### config.mk
export PLATFORM = sky130hd
export DESIGN_NAME = ipc_mailbox
export DESIGN_NICKNAME = d
export VERILOG_FILES = /design/src/rtl/ipc_mbox_pkg.sv /design/src/rtl/ipc_mbox_decode.sv /design/src/rtl/ipc_mbox_bank.sv /design/src/rtl/ipc_mbox_seq.sv /design/src/rtl/ipc_mbox_rdmux.sv /design/src/rtl/ipc_mailbox.sv
export SDC_FILE = /design/constraint.sdc
export NUM_CORES = 1
export LEC_CHECK = 0
export BUFFER_PORTS_ARGS = -buffer_cell sky130_fd_sc_hd__buf_2
export CORE_MARGIN = 2
export CORE_UTILIZATION = 50
export CTS_BUF_LIST = sky130_fd_sc_hd__clkbuf_8
export DETAILED_ROUTE_END_ITERATION = 8
export GPL_TIMING_DRIVEN = 0
export MAX_ROUTING_LAYER = met4
export PLACE_DENSITY = 0.73
export SETUP_SLACK_MARGIN = 0.3
export SYNTH_ARGS = -nofsm -noshare
export SYNTH_HDL_FRONTEND = slang
export SYNTH_SLANG_ARGS = --single-unit
### constraint.sdc
create_clock -name clk -period 4.61 [get_ports clk]
set_input_delay 0.922 -clock clk [delete_from_list [all_inputs] [get_ports clk]]
set_output_delay 0.922 -clock clk [all_outputs]
set_load 0.1 [all_outputs]
### src/rtl/ipc_mbox_pkg.sv
package ipc_mbox_pkg;

    localparam int unsigned WORD_W = 32;
    localparam int unsigned CODE_W = 8;

    // Byte offsets of the host-visible registers
    localparam int unsigned OFF_CMD  = 32'h000;
    localparam int unsigned OFF_STS  = 32'h004;
    localparam int unsigned OFF_SPTR = 32'h008;
    localparam int unsigned OFF_DPTR = 32'h00C;
    localparam int unsigned OFF_WBUF = 32'h080;
    localparam int unsigned OFF_RBUF = 32'h090;

    // Field positions
    localparam int unsigned CMD_IRQ_REQ_BIT = 8;
    localparam int unsigned STS_BUSY_BIT    = 0;
    localparam int unsigned STS_ERR_BIT     = 1;
    localparam int unsigned STS_DONE_BIT    = 2;
    localparam int unsigned STS_CODE_LSB    = 16;

    typedef enum logic [CODE_W-1:0] {
        ERR_NONE         = 8'd0,
        ERR_UNSUPPORTED  = 8'd1,
        ERR_NOT_SERVICED = 8'd2,
        ERR_NO_SERVICE   = 8'd3,
        ERR_INVALID      = 8'd4,
        ERR_FAILED       = 8'd5,
        ERR_SECURITY     = 8'd6,
        ERR_UNSIGNED     = 8'd7
    } ipc_err_e;

    typedef struct packed {
        logic cmd;
        logic sts;
        logic sptr;
        logic dptr;
        logic wbuf;
        logic rbuf;
    } hit_t;

    typedef struct packed {
        logic [WORD_W-1:0] cmd;
        logic              busy;
        logic              err;
        logic [CODE_W-1:0] code;
        logic              done;
        logic              bell;
    } seq_state_t;

    function automatic logic [WORD_W-1:0] pack_status(
        input logic              busy,
        input logic              err,
        input logic              done,
        input logic [CODE_W-1:0] code
    );
        logic [WORD_W-1:0] s;
        s = '0;
        s[STS_BUSY_BIT] = busy;
        s[STS_ERR_BIT]  = err;
        s[STS_DONE_BIT] = done;
        s[STS_CODE_LSB +: CODE_W] = code;
        return s;
    endfunction

endpackage

### src/rtl/ipc_mbox_decode.sv
module ipc_mbox_decode
    import ipc_mbox_pkg::*;
#(
    parameter int unsigned ADDR_W = 12,
    parameter int unsigned NW     = 4,
    localparam int unsigned IW    = (NW > 1) ? $clog2(NW) : 1
) (
    input  logic [ADDR_W-1:0] addr_i,
    output hit_t              hit_o,
    output logic [IW-1:0]     idx_o
);

    localparam int unsigned WI_W = ADDR_W - 2;
    localparam logic [WI_W-1:0] CMD_WI  = WI_W'(OFF_CMD  >> 2);
    localparam logic [WI_W-1:0] STS_WI  = WI_W'(OFF_STS  >> 2);
    localparam logic [WI_W-1:0] SPTR_WI = WI_W'(OFF_SPTR >> 2);
    localparam logic [WI_W-1:0] DPTR_WI = WI_W'(OFF_DPTR >> 2);
    localparam logic [WI_W-1:0] WBUF_WI = WI_W'(OFF_WBUF >> 2);
    localparam logic [WI_W-1:0] RBUF_WI = WI_W'(OFF_RBUF >> 2);

    logic            aligned;
    logic [WI_W-1:0] wi;

    assign aligned = (addr_i[1:0] == 2'b00);
    assign wi      = addr_i[ADDR_W-1:2];

    always_comb begin
        hit_o      = '0;
        hit_o.cmd  = aligned && (wi == CMD_WI);
        hit_o.sts  = aligned && (wi == STS_WI);
        hit_o.sptr = aligned && (wi == SPTR_WI);
        hit_o.dptr = aligned && (wi == DPTR_WI);
        hit_o.wbuf = aligned && ((wi >> IW) == (WBUF_WI >> IW));
        hit_o.rbuf = aligned && ((wi >> IW) == (RBUF_WI >> IW));
    end

    assign idx_o = wi[IW-1:0];

endmodule

### src/rtl/ipc_mbox_bank.sv
module ipc_mbox_bank #(
    parameter int unsigned NW     = 4,
    parameter int unsigned DW     = 32,
    localparam int unsigned IW    = (NW > 1) ? $clog2(NW) : 1
) (
    input  logic                   clk,
    input  logic                   rst_n,
    input  logic                   we_i,
    input  logic [IW-1:0]          idx_i,
    input  logic [DW-1:0]          wdata_i,
    output logic [NW-1:0][DW-1:0]  words_o
);

    typedef struct packed {
        logic [NW-1:0][DW-1:0] w;
    } bank_t;

    bank_t bank_d, bank_q;

    always_comb begin
        bank_d = bank_q;
        if (we_i && (32'(idx_i) < NW)) begin
            bank_d.w[idx_i] = wdata_i;
        end
    end

    always_ff @(posedge clk or negedge rst_n) begin
        if (!rst_n) begin
            bank_q <= '0;
        end else begin
            bank_q <= bank_d;
        end
    end

    assign words_o = bank_q.w;

endmodule

### src/rtl/ipc_mbox_seq.sv
module ipc_mbox_seq
    import ipc_mbox_pkg::*;
(
    input  logic              clk,
    input  logic              rst_n,
    input  logic              cmd_wr_i,
    input  logic [WORD_W-1:0] cmd_data_i,
    input  logic              sts_clr_i,
    input  logic              done_i,
    input  logic              err_i,
    input  logic [CODE_W-1:0] code_i,
    output logic [WORD_W-1:0] cmd_o,
    output logic              busy_o,
    output logic              err_o,
    output logic [CODE_W-1:0] code_o,
    output logic              flag_o,
    output logic              bell_o,
    output logic              irq_o
);

    seq_state_t st_d, st_q;

    always_comb begin
        st_d      = st_q;
        st_d.bell = 1'b0;

        // Start of a transaction: only from idle
        if (cmd_wr_i && !st_q.busy) begin
            st_d.cmd  = cmd_data_i;
            st_d.busy = 1'b1;
            st_d.err  = 1'b0;
            st_d.code = '0;
            st_d.bell = 1'b1;
        end

        // Host acknowledge of the completion flag
        if (sts_clr_i) begin
            st_d.done = 1'b0;
        end

        // Completion from the controller: set wins over a same-cycle clear
        if (done_i && st_q.busy) begin
            st_d.busy = 1'b0;
            st_d.err  = err_i;
            st_d.code = code_i;
            st_d.done = 1'b1;
        end
    end

    always_ff @(posedge clk or negedge rst_n) begin
        if (!rst_n) begin
            st_q <= '0;
        end else begin
            st_q <= st_d;
        end
    end

    assign cmd_o  = st_q.cmd;
    assign busy_o = st_q.busy;
    assign err_o  = st_q.err;
    assign code_o = st_q.code;
    assign flag_o = st_q.done;
    assign bell_o = st_q.bell;
    assign irq_o  = st_q.done & st_q.cmd[CMD_IRQ_REQ_BIT];

endmodule

### src/rtl/ipc_mbox_rdmux.sv
module ipc_mbox_rdmux
    import ipc_mbox_pkg::*;
#(
    parameter int unsigned NW  = 4,
    localparam int unsigned IW = (NW > 1) ? $clog2(NW) : 1
) (
    input  logic                      clk,
    input  logic                      rst_n,
    input  logic                      rd_i,
    input  hit_t                      hit_i,
    input  logic [IW-1:0]             idx_i,
    input  logic [WORD_W-1:0]         cmd_i,
    input  logic [WORD_W-1:0]         status_i,
    input  logic [WORD_W-1:0]         sptr_i,
    input  logic [WORD_W-1:0]         dptr_i,
    input  logic [NW-1:0][WORD_W-1:0] wbuf_i,
    input  logic [NW-1:0][WORD_W-1:0] rbuf_i,
    output logic [WORD_W-1:0]         rdata_o
);

    logic [WORD_W-1:0] sel;
    logic [WORD_W-1:0] rdata_d, rdata_q;

    always_comb begin
        sel = '0;
        if (hit_i.cmd) begin
            sel = cmd_i;
        end else if (hit_i.sts) begin
            sel = status_i;
        end else if (hit_i.sptr) begin
            sel = sptr_i;
        end else if (hit_i.dptr) begin
            sel = dptr_i;
        end else if (hit_i.wbuf) begin
            sel = wbuf_i[idx_i];
        end else if (hit_i.rbuf) begin
            sel = rbuf_i[idx_i];
        end
    end

    always_comb begin
        rdata_d = rdata_q;
        if (rd_i) begin
            rdata_d = sel;
        end
    end

    always_ff @(posedge clk or negedge rst_n) begin
        if (!rst_n) begin
            rdata_q <= '0;
        end else begin
            rdata_q <= rdata_d;
        end
    end

    assign rdata_o = rdata_q;

endmodule

### src/rtl/ipc_mailbox.sv
module ipc_mailbox
    import ipc_mbox_pkg::*;
#(
    parameter int unsigned ADDR_W    = 12,
    parameter int unsigned BUF_WORDS = 4,
    localparam int unsigned IW       = (BUF_WORDS > 1) ? $clog2(BUF_WORDS) : 1
) (
    input  logic                        clk,
    input  logic                        rst_n,
    input  logic [ADDR_W-1:0]           host_addr,
    input  logic                        host_wr,
    input  logic                        host_rd,
    input  logic [WORD_W-1:0]           host_wdata,
    output logic [WORD_W-1:0]           host_rdata,
    output logic                        host_irq,
    output logic                        bell_valid,
    output logic [WORD_W-1:0]           bell_cmd,
    output logic [WORD_W-1:0]           bell_sptr,
    output logic [WORD_W-1:0]           bell_dptr,
    output logic [WORD_W*BUF_WORDS-1:0] bell_payload,
    input  logic                        ctl_done,
    input  logic                        ctl_err,
    input  logic [CODE_W-1:0]           ctl_code,
    input  logic                        ctl_reply_we,
    input  logic [IW-1:0]               ctl_reply_idx,
    input  logic [WORD_W-1:0]           ctl_reply_data
);

    hit_t                             hit;
    logic [IW-1:0]                    buf_idx;
    logic                             cmd_wr;
    logic                             sts_wr;
    logic                             sts_clr;
    logic                             st_busy;
    logic                             st_err;
    logic                             st_flag;
    logic [CODE_W-1:0]                st_code;
    logic [WORD_W-1:0]                status_word;
    logic [1:0][WORD_W-1:0]           ptr_words;
    logic [BUF_WORDS-1:0][WORD_W-1:0] wbuf_words;
    logic [BUF_WORDS-1:0][WORD_W-1:0] rbuf_words;

    ipc_mbox_decode #(
        .ADDR_W (ADDR_W),
        .NW     (BUF_WORDS)
    ) u_decode (
        .addr_i (host_addr),
        .hit_o  (hit),
        .idx_o  (buf_idx)
    );

    assign cmd_wr  = host_wr & hit.cmd;
    assign sts_wr  = host_wr & hit.sts;
    assign sts_clr = sts_wr & host_wdata[STS_DONE_BIT];

    ipc_mbox_seq u_seq (
        .clk        (clk),
        .rst_n      (rst_n),
        .cmd_wr_i   (cmd_wr),
        .cmd_data_i (host_wdata),
        .sts_clr_i  (sts_clr),
        .done_i     (ctl_done),
        .err_i      (ctl_err),
        .code_i     (ctl_code),
        .cmd_o      (bell_cmd),
        .busy_o     (st_busy),
        .err_o      (st_err),
        .code_o     (st_code),
        .flag_o     (st_flag),
        .bell_o     (bell_valid),
        .irq_o      (host_irq)
    );

    // Pointer words: index 0 is the source, index 1 the destination
    ipc_mbox_bank #(
        .NW (2),
        .DW (WORD_W)
    ) u_ptr_bank (
        .clk     (clk),
        .rst_n   (rst_n),
        .we_i    (host_wr & (hit.sptr | hit.dptr)),
        .idx_i   (hit.dptr),
        .wdata_i (host_wdata),
        .words_o (ptr_words)
    );

    ipc_mbox_bank #(
        .NW (BUF_WORDS),
        .DW (WORD_W)
    ) u_out_bank (
        .clk     (clk),
        .rst_n   (rst_n),
        .we_i    (host_wr & hit.wbuf),
        .idx_i   (buf_idx),
        .wdata_i (host_wdata),
        .words_o (wbuf_words)
    );

    ipc_mbox_bank #(
        .NW (BUF_WORDS),
        .DW (WORD_W)
    ) u_reply_bank (
        .clk     (clk),
        .rst_n   (rst_n),
        .we_i    (ctl_reply_we),
        .idx_i   (ctl_reply_idx),
        .wdata_i (ctl_reply_data),
        .words_o (rbuf_words)
    );

    assign status_word  = pack_status(st_busy, st_err, st_flag, st_code);
    assign bell_sptr    = ptr_words[0];
    assign bell_dptr    = ptr_words[1];
    assign bell_payload = wbuf_words;

    ipc_mbox_rdmux #(
        .NW (BUF_WORDS)
    ) u_rdmux (
        .clk      (clk),
        .rst_n    (rst_n),
        .rd_i     (host_rd),
        .hit_i    (hit),
        .idx_i    (buf_idx),
        .cmd_i    (bell_cmd),
        .status_i (status_word),
        .sptr_i   (ptr_words[0]),
        .dptr_i   (ptr_words[1]),
        .wbuf_i   (wbuf_words),
        .rbuf_i   (rbuf_words),
        .rdata_o  (host_rdata)
    );

endmodule

==> results.py <==
metrics = {
    "placement": {
        "port_buffers": 346,
        "postPlaceCellArea_um2": 20300,
        "dp_hpwl_mm": 41.2,
        "routabilityCongestion": 0.916,
        "pre_cts_ws_ps": 977,
    },
    "power_and_ir_drop": {
        "cellLeakagePower_nw": 11.0,
        "p_per_area_nw_per_um2": 369,
        "max-vdd-ir-drop_mv": 0.187,
    },
    "cts": {
        "postCtsSetupBuffers": 0,
        "htree_levels": 3,
        "hold_buffers": 0,
        "cts_tree": "done",
        "clock_latency_ps": 610,
        "cts_resized": 0,
        "cts_sinks": 396,
        "path_clk_slew_ps": 60,
        "cts-buffers-inserted": 67,
        "cts_root_buf": "clkbuf_8",
        "clock_path_buffers": 3,
    },
    "worst_setup_path": {
        "rr_startpoint": "u_seq.busy_o",
        "r2r_end": "u_seq.cmd_o[18]",
        "path_class": "in2reg",
        "start_kind": "primary input",
        "crit_fanout": 10,
        "cp.required_ps": 5120,
        "rrSetupSlack_ps": 2430,
        "end_kind": "register",
        "crit_arrival_ps": 3590,
        "ff2ff_path_depth": 5,
    },
    "yosys": {
        "synth_area_um2": 17900,
        "synthFlopType": "dfrtp_1",
        "yosysWarnings": 0,
        "avgSynthCellArea_um2": 14.7,
        "yosysUniqueCellTypes": 38,
        "ys_async_sr_fraction": 1.00,
        "synth_seq_cells": 396,
        "synth_edf_count": 0,
        "syn_nets": 1311,
        "yosysSeqAreaShare": 0.552,
        "syn_inst": 1218,
    },
    "cells_and_area": {
        "final_common_cell": "dfrtp_1",
        "drive_gt1_frac": 0.531,
        "final_cell_mix": "dfrtp_1, buf_2, mux2_2",
        "fin_nets": 1729,
        "synthToLayoutAreaGrowth_pct": 21.0,
        "design_area_um2": 21700,
    },
    "route": {
        "wl_per_cell_um": 26.3,
        "num_vias": 12800,
        "wl_mm": 56.7,
        "viasPerCell": 5.95,
        "drc": 0,
        "ant_nets": 0,
        "first_pass_iters": 5,
        "first_iter_violations": 960,
    },
    "hold_path": {
        "hold_path.class": "in2async",
    },
    "die": {
        "row_count": 69,
        "dieArea_um2": 37400,
        "initial_core_util": 0.506,
        "core-area_um2": 35500,
        "fp.dieW_um": 193,
        "boundaryPins": 351,
        "dieHeight_um": 193,
    },
    "sta": {
        "finalSetupTns_ps": 0,
        "fmax_mhz": 325,
        "whs_ps": 221,
        "rsz0062_at_grt": "no",
        "worstMarginPinSlew_ps": 1130,
        "skew_ps": 26.5,
        "hold_viol": 0,
        "fin_crit_sh": 0.667,
        "slew_violations": 0,
        "slew_headroom": 0.248,
        "period_needed_ps": 3080,
        "fin_ws_ps": 1530,
        "setup_viol": 0,
    },
    "global_routing": {
        "first_global_vias": 13200,
        "grt_pass1_wl_mm": 84.6,
        "grt_max_degree": 122,
        "track_usage": 0.311,
        "antenna_found_initial": 10,
        "grt_remaining_overflow": 0,
    },
    "outcome": {
        "outcome": "completed",
    },
    "flow_run": {
        "drv_cap": 0,
    },
}
stage by stage:
stage | std cells | power [mW] | utilization
global route | 2156 | 8.30 | 0.612
finish | 2157 | 8.00 | 0.612
global placement | 2025 | 4.87 | 0.571
CTS | 2146 | 8.05 | 0.611
detailed placement | 2028 | 4.92 | 0.573
floorplan | 1218 | 4.55 | -
worst max-delay path: stages:
cell      delay (ps)
clkbuf_1         170
buf_2            380
buf_2            330
clkbuf_1         610
clkbuf_1         600
o211ai_1         300
a31oi_1          260
cell usage after synthesis (all sizes together) (21+ instances only):
cell | count | area, µm²
a22oi | 42 | 315
a31oi | 21 | 131
buf | 43 | 255
clkbuf | 47 | 176
dfrtp | 396 | 9910
mux2 | 372 | 4290
mux2i | 64 | 641
mux4 | 43 | 968
nand2 | 22 | 82.6
nor2 | 35 | 146
o211ai | 21 | 158
o2bb2ai | 22 | 193
state kept, by name (all words and copies together), names as in the netlist:
signal,flops
u_out_bank.words_o,128
u_reply_bank.words_o,128
u_ptr_bank.words_o,64
u_rdmux.rdata_o,32
u_seq.cmd_o,32
u_seq.code_o,8
u_seq.bell_o,1
u_seq.busy_o,1
u_seq.err_o,1
u_seq.flag_o,1
metal layers:
layer | vias up | wire (µm) | part of all wire | track usage
li1 | 5452 | - | - | -
met4 | 0 | 2450 | 0.043 | 0.135
met3 | 122 | 4930 | 0.087 | 0.0889
met1 | 6681 | 23700 | 0.42 | 0.413
met5 | - | 0 | 0 | -
met2 | 569 | 25700 | 0.45 | 0.449
power by group:
part,switching [mW],internal (mW),leakage (nW)
clock network,1.45,1.69,0.775
logic,0.614,0.392,5.06
registers,0.131,3.73,5.20
total,2.19,5.81,11.0
worst max-delay path by stage:
stage	startpoint	end	slack, ps
after global placement	rst_n	u_out_bank.words_o[91]	-5070
after CTS	host_addr[2]	u_rdmux.rdata_o[29]	1610
final	host_addr[2]	u_rdmux.rdata_o[26]	1530
after detailed placement	host_addr[2]	u_rdmux.rdata_o[26]	980
after floorplan	host_addr[11]	u_ptr_bank.words_o[16]	1830
after global routing	host_addr[2]	u_rdmux.rdata_o[26]	1450
cell families after synthesis:
logic type	count (synthesis)	synth area share
compound gates	142	0.0624
flops	396	0.552
simple gates	108	0.0314
buf+inv	93	0.0247
mux	479	0.329
area by class of cell:
cell class                      instances  area, µm²
Sequential cell                       396       9910
Multi-Input combinational cell        729       7580
Buffer                                 90        432
Antenna cell                           11       27.5
Fill cell                            2792      13800
Clock inverter                         31        141
Timing Repair Buffer                  349       1820
Tap cell                              461        577
Inverter                                3       11.3
Clock buffer                           87       1200
Power figures use the tool's default switching activity.
